==> src/rtl/arb_pkg.sv <==
package arb_pkg;

    // Outcome of one arbitration step
    typedef enum logic [1:0] {
        ARB_DEC_IDLE    = 2'd0,  // bus free: grant best requester
        ARB_DEC_HOLD    = 2'd1,  // owner keeps the bus
        ARB_DEC_HANDOFF = 2'd2,  // owner finished or left: pass on
        ARB_DEC_PREEMPT = 2'd3   // higher-priority request steals bus
    } arb_dec_e;

    // Summary of the current owner seen by the decision logic
    typedef struct packed {
        logic present;   // some master holds the grant
        logic still_req; // owner still requesting
        logic at_last;   // owner signals its final beat
        logic outranked; // a lower-index master requests
    } arb_owner_t;

    function automatic logic dec_keeps_owner(arb_dec_e d);
        return (d == ARB_DEC_HOLD);
    endfunction

    function automatic arb_dec_e decide(arb_owner_t o, logic preempt);
        if (!o.present)                  return ARB_DEC_IDLE;
        if (!o.still_req || o.at_last)   return ARB_DEC_HANDOFF;
        if (preempt && o.outranked)      return ARB_DEC_PREEMPT;
        return ARB_DEC_HOLD;
    endfunction

endpackage

==> src/rtl/arb_prio_pick.sv <==
module arb_prio_pick #(
    parameter int NUM_MST = 4
) (
    input  logic [NUM_MST-1:0] cand,
    output logic [NUM_MST-1:0] pick
);
    // seen[i] = some candidate with index below i exists
    logic [NUM_MST-1:0] seen;

    for (genvar i = 0; i < NUM_MST; i++) begin : g_chain
        if (i == 0) begin : g_first
            assign seen[i] = 1'b0;
        end else begin : g_rest
            assign seen[i] = seen[i-1] | cand[i-1];
        end
        assign pick[i] = cand[i] & ~seen[i];
    end

endmodule

==> src/rtl/arb_owner_ctrl.sv <==
module arb_owner_ctrl
    import arb_pkg::*;
#(
    parameter int NUM_MST = 4
) (
    input  logic [NUM_MST-1:0] grant_q,
    input  logic [NUM_MST-1:0] req,
    input  logic [NUM_MST-1:0] last,
    input  logic               preempt_en,
    output arb_dec_e           dec,
    output logic [NUM_MST-1:0] cand
);
    arb_owner_t         own;
    logic [NUM_MST-1:0] above_mask; // indices ranked above the owner

    always_comb begin
        above_mask      = grant_q - 1'b1;
        own.present     = |grant_q;
        own.still_req   = |(grant_q & req);
        own.at_last     = |(grant_q & last);
        own.outranked   = own.present && (|(req & above_mask));
        dec             = decide(own, preempt_en);
        unique case (dec)
            ARB_DEC_IDLE:    cand = req;
            ARB_DEC_HANDOFF: cand = req & ~grant_q;
            ARB_DEC_PREEMPT: cand = req & above_mask;
            default:         cand = '0;
        endcase
    end

endmodule

==> src/rtl/prio_bus_arbiter.sv <==
module prio_bus_arbiter
    import arb_pkg::*;
#(
    parameter int NUM_MST = 4
) (
    input  logic               clk,
    input  logic               rst,
    input  logic               preempt_en,
    input  logic [NUM_MST-1:0] mst_req,
    input  logic [NUM_MST-1:0] mst_last,
    output logic [NUM_MST-1:0] mst_grant
);
    arb_dec_e           dec;
    logic [NUM_MST-1:0] cand;
    logic [NUM_MST-1:0] pick;
    logic [NUM_MST-1:0] grant_q;
    logic [NUM_MST-1:0] grant_d;

    arb_owner_ctrl #(.NUM_MST(NUM_MST)) ctrl_i (
        .grant_q    (grant_q),
        .req        (mst_req),
        .last       (mst_last),
        .preempt_en (preempt_en),
        .dec        (dec),
        .cand       (cand)
    );

    arb_prio_pick #(.NUM_MST(NUM_MST)) pick_i (
        .cand (cand),
        .pick (pick)
    );

    always_comb begin
        grant_d = dec_keeps_owner(dec) ? grant_q : pick;
    end

    always_ff @(posedge clk) begin
        if (rst) begin
            grant_q <= '0;
        end else begin
            grant_q <= grant_d;
        end
    end

    assign mst_grant = grant_q;

endmodule

==> config.mk <==
export PLATFORM = sky130hd
export DESIGN_NAME = prio_bus_arbiter
export DESIGN_NICKNAME = d
export VERILOG_FILES = /design/src/rtl/arb_pkg.sv /design/src/rtl/arb_prio_pick.sv /design/src/rtl/arb_owner_ctrl.sv /design/src/rtl/prio_bus_arbiter.sv
export SDC_FILE = /design/constraint.sdc
export NUM_CORES = 1
export LEC_CHECK = 0
export ABC_AREA = 0
export BUFFER_PORTS_ARGS = -buffer_cell sky130_fd_sc_hd__buf_2
export CELL_PAD_IN_SITES_DETAIL_PLACEMENT = 1
export CELL_PAD_IN_SITES_GLOBAL_PLACEMENT = 2
export CORE_ASPECT_RATIO = 1.5
export CORE_MARGIN = 8
export CORE_UTILIZATION = 23
export DETAILED_ROUTE_END_ITERATION = 6
export PLACE_DENSITY_LB_ADDON = 0.1
export SLEW_MARGIN = 20
export SYNTH_ARGS = -nofsm -noshare
export SYNTH_HDL_FRONTEND = slang
export SYNTH_SLANG_ARGS = --single-unit
==> constraint.sdc <==
create_clock -name clk -period 2.2 [get_ports clk]
set_clock_uncertainty 0.15 [all_clocks]
set_input_delay 0.11 -clock clk [delete_from_list [all_inputs] [get_ports clk]]
set_output_delay 0.11 -clock clk [all_outputs]
set_load 0.01 [all_outputs]
=== Word level (Yosys, flattened, before mapping) ===
Cells that the tools add are included.

* Flip-flop bits (word level): 4
* Bits in latches: 0
* Memory bits (writable): 0
* Bits in read-only memories: 0
* Input bits: 11
* Memories kept: 0

* Add/subtract/negate cells: 1
* Multipliers: 0
* Divide/modulo/power cells: 0
* $lt $le $gt $ge: 0
* Equality and inequality tests: 3
* Shift operators: 0
* Mux-type cells: 12
* Bitwise logic cells: 13
* Reductions and logical operators: 9

{| class="wikitable"
|+ Operator list
! kind !! number
|-
| $and 4x4->4 || 4
|-
| $reduce_or 4->1 || 4
|-
| $mux 2 || 6
|-
| $pmux 4 s3 || 1
|-
| $mux 1 || 5
|-
| $eq 2x2->1 const B || 2
|-
| $not 4->4 || 1
|-
| $sub 4x1->4 const B || 1
|-
| $and 1x1->1 || 3
|-
| $not 1->1 || 3
|-
| $eq 2x1->1 const B || 1
|-
| $logic_and 1x1->1 || 2
|-
| $logic_not 2->1 || 1
|-
| $or 1x1->1 || 2
|-
| $logic_not 1->1 || 1
|-
| $logic_or 1x1->1 || 1
|}

=== Longest topological paths before layout ===
* Depth in word-level cells: 17
* Gate-level depth with buffers: 8
* Mapped depth without buffers: 8

=== Hierarchy ===
Synthesis repeated with hierarchy kept, for this count alone.

* Cell total of the unflattened synthesis: 65
* Area, all modules: 514.2 sq um

{| class="wikitable"
|+ Modules (own cells, without submodules)
! module !! instances !! cells each !! area each (sq um) !! seq. area each (sq um)
|-
| arb_owner_ctrl || 1 || 44 || 294.0 || 0.0
|-
| prio_bus_arbiter || 1 || 17 || 183.9 || 80.1
|-
| arb_prio_pick || 1 || 4 || 36.3 || 0.0
|}

=== Worst setup path before layout ===
Ideal clock, no wire load.

* Path type: register to register
* Start: register grant_q[0], in the netlist mst_grant[0]
* End: register grant_q[3], in the netlist mst_grant[3]
* Arrival time: 2.068 ns
* Setup slack: -0.106 ns
* Cell stages (with the launch flop): 9
* Buffers on the path: 0
* Cells stage by stage: dfxtp_1 inv_1 ha_1 xor2_1 a211o_1 o21ai_4 o211ai_2 a211o_1 o32ai_2

* Word-level cells in the longest chain between the ends: 17

{| class="wikitable"
|+ Ends and longest elaborated chain
! element !! line !! source
|-
| start: declaration || prio_bus_arbiter.sv:16 || <nowiki>logic [NUM_MST-1:0] grant_q;</nowiki>
|-
| start signal: assignment || prio_bus_arbiter.sv:41 || <nowiki>grant_q <= grant_d;</nowiki>
|-
| $sub 4x1->4 || arb_owner_ctrl.sv:17 || <nowiki>above_mask = grant_q - 1'b1;</nowiki>
|-
| $and 4x4->4 || arb_owner_ctrl.sv:21, arb_owner_ctrl.sv:26 ||
|-
| $reduce_or 4->1 || arb_owner_ctrl.sv:21 || <nowiki>own.outranked = own.present && (|(req & above_mask));</nowiki>
|-
| $logic_and 1x1->1 || arb_owner_ctrl.sv:21 ||
|-
| $logic_and 1x1->1 || arb_pkg.sv:26 || <nowiki>if (preempt && o.outranked) return ARB_DEC_PREEMPT;</nowiki>
|-
| $mux 1 (2 in series) || arb_pkg.sv:26 ||
|-
| $mux 1 || arb_pkg.sv:25 || <nowiki>if (!o.still_req || o.at_last) return ARB_DEC_HANDOFF;</nowiki>
|-
| $mux 2 || arb_pkg.sv:27 || <nowiki>return ARB_DEC_HOLD;</nowiki>
|-
| $mux 2 || arb_pkg.sv:26 ||
|-
| $mux 2 || arb_pkg.sv:25 ||
|-
| $eq 2x2->1 or $logic_not 2->1 (tied branches) || arb_owner_ctrl.sv:23 || <nowiki>unique case (dec)</nowiki>
|-
| $pmux 4 s3 || arb_owner_ctrl.sv:23 ||
|-
| $or 1x1->1 (2 in series) || arb_prio_pick.sv:14 || <nowiki>assign seen[i] = seen[i-1] | cand[i-1];</nowiki>
|-
| $not 1->1 || arb_prio_pick.sv:16 || <nowiki>assign pick[i] = cand[i] & ~seen[i];</nowiki>
|-
| $and 1x1->1 || arb_prio_pick.sv:16 ||
|}

Parallel ways exist; a longest one is shown, timed or not. The select of a mux whose other input is x is not followed.
A chain may end at the register's enable or synchronous reset.

=== Worst setup path in the final report ===
* Start: register grant_q[1], in the netlist mst_grant[1]
* End: register grant_q[3], in the netlist mst_grant[3]

Same word-level chain as after synthesis.

==> summary.txt <==
Outcome
  – Status: completed

Placement
  – DPL Wire Length: 1473 um
  – Post-placement cell count: 105
  – Placed instance area: 625.6 um2
  – Setup WS pre-CTS: 73.19 ps
  – GPL Wtd Cong: 0.7431
  – Count of input and output buffers: 14

Critical path
  – Cell Chain, Critical Path: inv_1 > ha_2 > nor2b_1 > a211o_1 > o21ai_4 > o211ai_2 > a211o_1 > o32ai_2
  – Slowest-stage cell, CP: dfxtp_2
  – Crit path capture type: flop
  – Critical Path Max Stage Delay: 320 ps
  – Crit Path Class: reg -> reg
  – Critical path data required time: 2210 ps
  – Most frequent cell on the critical path: a211o_1
  – CP Buf/Inv Count: 1
  – Crit path launch type: flop
  – Crit path DAT: 2090 ps
  – Largest delay share family, worst path: compound AO/OA/AOI/OAI gates
  – CP Max Fanout: 4

GRT
  – Largest net degree at the start of global routing: 10
  – First-pass GRT wire length: 2884 um
  – Total track usage: 10.04%
  – Total congestion overflow: 0
  – Number of antenna violations at the first check in global routing: 0
  – Number of global-route vias before repair: 610

STA
  – Fin crit period: 2081 ps
  – RSZ-0062 raised after global routing: false
  – Setup violators final: 0
  – Fmax: 0.4806 GHz
  – Worst Setup Slack, final: 119.1 ps
  – Period utilisation layout: 94.59%
  – Relative slew margins: 76.27%
  – Tightest Pin Transition: 353.7 ps
  – Total Negative Setup Slacks: 0 ps
  – Fin. max-slew vios: 0
  – Final Hold Fails: 0

Routing
  – First DRT Iteration DRCs: 19
  – Vias: 585
  – DRC viols: 0
  – Wire per inst: 16.04 um
  – WL final: 1748 um
  – ANT nets after route: 0
  – Vias per cell: 5.367
  – Drt pass-1 iters: 4

Yosys
  – Adder-cell share of the synthesized area: 5.333%
  – Synth Area in XOR/XNOR: 1.867%
  – Syn avg cell area: 7.692 um2
  – Largest family of logic cells by synthesized area: compound AO/OA/AOI/OAI gates
  – Cell Area, Synth: 469.2 um2
  – Mux share of post-synthesis cell area: 0%
  – Syn Nets: 74
  – Syn Inst Count: 61
  – Post-synthesis compound-gate area fraction: 37.87%
  – Synth cell types: 31
  – #FFs+latches synth: 4
  – Register area share after synthesis: 17.07%
  – Simple-gate share of the synthesized area: 32.27%
  – Yosys Warn Count: 0

Power
  – VDD IR-drop max: 264.4 uV
  – Psw: 0.1625 mW
  – Power share of the clock group: 23.4%
  – Sequential power share: 22.0%
  – Leakage power: 0.2993 nW
  – Final Power: 0.4047 mW
  – Sw Share: 40.15%
  – Combinational fraction of design power: 54.6%
  – Pwr/cell area: 612.6 mW/mm2
  – Internal power: 0.2422 mW

Finish
  – Share of cells above drive strength 1: 40.23%
  – Syn-to-layout area delta: 40.80%
  – Largest register FFs: 4
  – Ant diodes: 0
  – Commonest non-fill, non-tap cell in the layout: buf_2
  – Final Cell Area: 660.6 um2
  – Nets: 102
  – Fin cells: 109
  – Most frequent cells in the layout: 14 x buf_2, 11 x nand2_1, 9 x buf_4, 4 x inv_1, 4 x nand4_1

Floorplan
  – Die Wd: 52.88 um
  – Placeable Area: 0.001977 mm2
  – Die Footprint: 0.003771 mm2
  – Die height: 71.32 um
  – Initial Util: 23.73%
  – Top Ports: 15
  – FP Rows: 20

Clock network
  – CTS Sinks: 4
  – Root Buffer: clkbuf_4
  – Htree depth: 1
  – Max Root-Sink Buffers: 2
  – CTS Buf Count: 3
  – Worst-skew pair later-pin latency: 240 ps
  – Reg clk slew, reported paths: 40 ps
  – CTS tree: built

Job
  – Max_cap viols: 0

Hold path
  – Hold Crit Class: in -> reg
==> kinds of logic (layout without fill, tap and decap cells) <==
| kind of cell | count (synthesis) | after routing |
|---|---|---|
| buffers and inverters | 5 | 31 |
| XOR/XNOR | 1 | 1 |
| flip-flops | 4 | 4 |
| AND/OR/NAND/NOR | 29 | 29 |
| adder cells (fa/ha/maj) | 2 | 2 |
| AO/OA/AOI/OAI | 20 | 20 |
==> metal layers <==
| metal | GRT usage (%) | vias up | part of all wire [%] |
|---|---|---|---|
| li1 | - | 284 | - |
| met5 | 0 | - | 0 |
| met3 | 2.484 | 5 | 7.0 |
| met4 | 6.069 | 0 | 2.3 |
| met1 | 9.220 | 278 | 35 |
| met2 | 18.32 | 18 | 56 |
==> metrics by stage <==
step	hold slack (ps)	utilization, %
after floorplan	21.65	-
after global placement	238.1	31.65
after detailed placement	238.4	31.65
after CTS	71.60	33.29
after global routing	85.70	33.42
final	88.20	33.42
==> timing repair <==
action,in CTS,in global routing
hold buffers,1,0
setup endpoints to repair,0,2
buffers inserted,0,0
resized for setup,0,1
hold endpoints to repair,2,0
==> synth_stat cells, drive strengths merged <==
cell type | n | area (um2)
nand2 | 11 | 41.29
a211oi | 1 | 7.510
a22o | 1 | 8.760
o211a | 1 | 10.01
xor2 | 1 | 8.760
a211o | 2 | 17.52
o31a | 1 | 8.760
a21oi | 3 | 15.01
o41ai | 1 | 16.27
inv | 4 | 15.01
ha | 2 | 25.02
nand3 | 1 | 5.000
a31oi | 1 | 6.260
o211ai | 3 | 27.52
nand2b | 2 | 12.51
nor3 | 1 | 5.000
buf | 1 | 11.26
or2 | 1 | 6.260
o21ba | 1 | 10.01
nand4b | 1 | 8.760
dfxtp | 4 | 80.08
o21a | 1 | 7.510
nor4 | 1 | 6.260
o21ai | 3 | 26.28
o32ai | 1 | 16.27
nor2 | 3 | 11.26
nand4 | 4 | 25.02
nor2b | 2 | 12.51
and4 | 2 | 17.52
==> power groups by stage <==
stage | clock, mW | sequential [mW] | combinational (mW)
global route | 0.106 | 0.0907 | 0.247
finish | 0.0946 | 0.0892 | 0.221
floorplan | 0 | 0.0953 | 0.127
CTS | 0.101 | 0.0893 | 0.222
global placement | 0 | 0.0909 | 0.220
detailed placement | 0 | 0.0905 | 0.219
==> cell type report <==
type / count / area [um2]
clock buffer: 3 / 22.52
fill: 255 / 1316
inverter: 4 / 15.01
multi-input combinational: 52 / 365.4
sequential: 4 / 82.58
tap: 22 / 27.53
timing repair buffer: 24 / 147.6
==> worst paths after layout <==
check               startpoint  slack, ps  depth (start not counted)            to
setup / recovery  mst_grant[1]        120                          8  mst_grant[3]
hold reg to reg   mst_grant[3]        480                          2  mst_grant[3]
hold / removal      mst_req[3]         90                          3  mst_grant[3]
setup reg to reg  mst_grant[1]        120                          8  mst_grant[3]
==> worst register-to-register path, cell delays in order, from the launching register on <==
cell and delay, ps:
dfxtp_2 320, inv_1 60, ha_2 310, nor2b_1 50, a211o_1 320, o21ai_4 200
o211ai_2 120, a211o_1 250, o32ai_2 230
No activity file was read; power rests on OpenSTA's default activity.
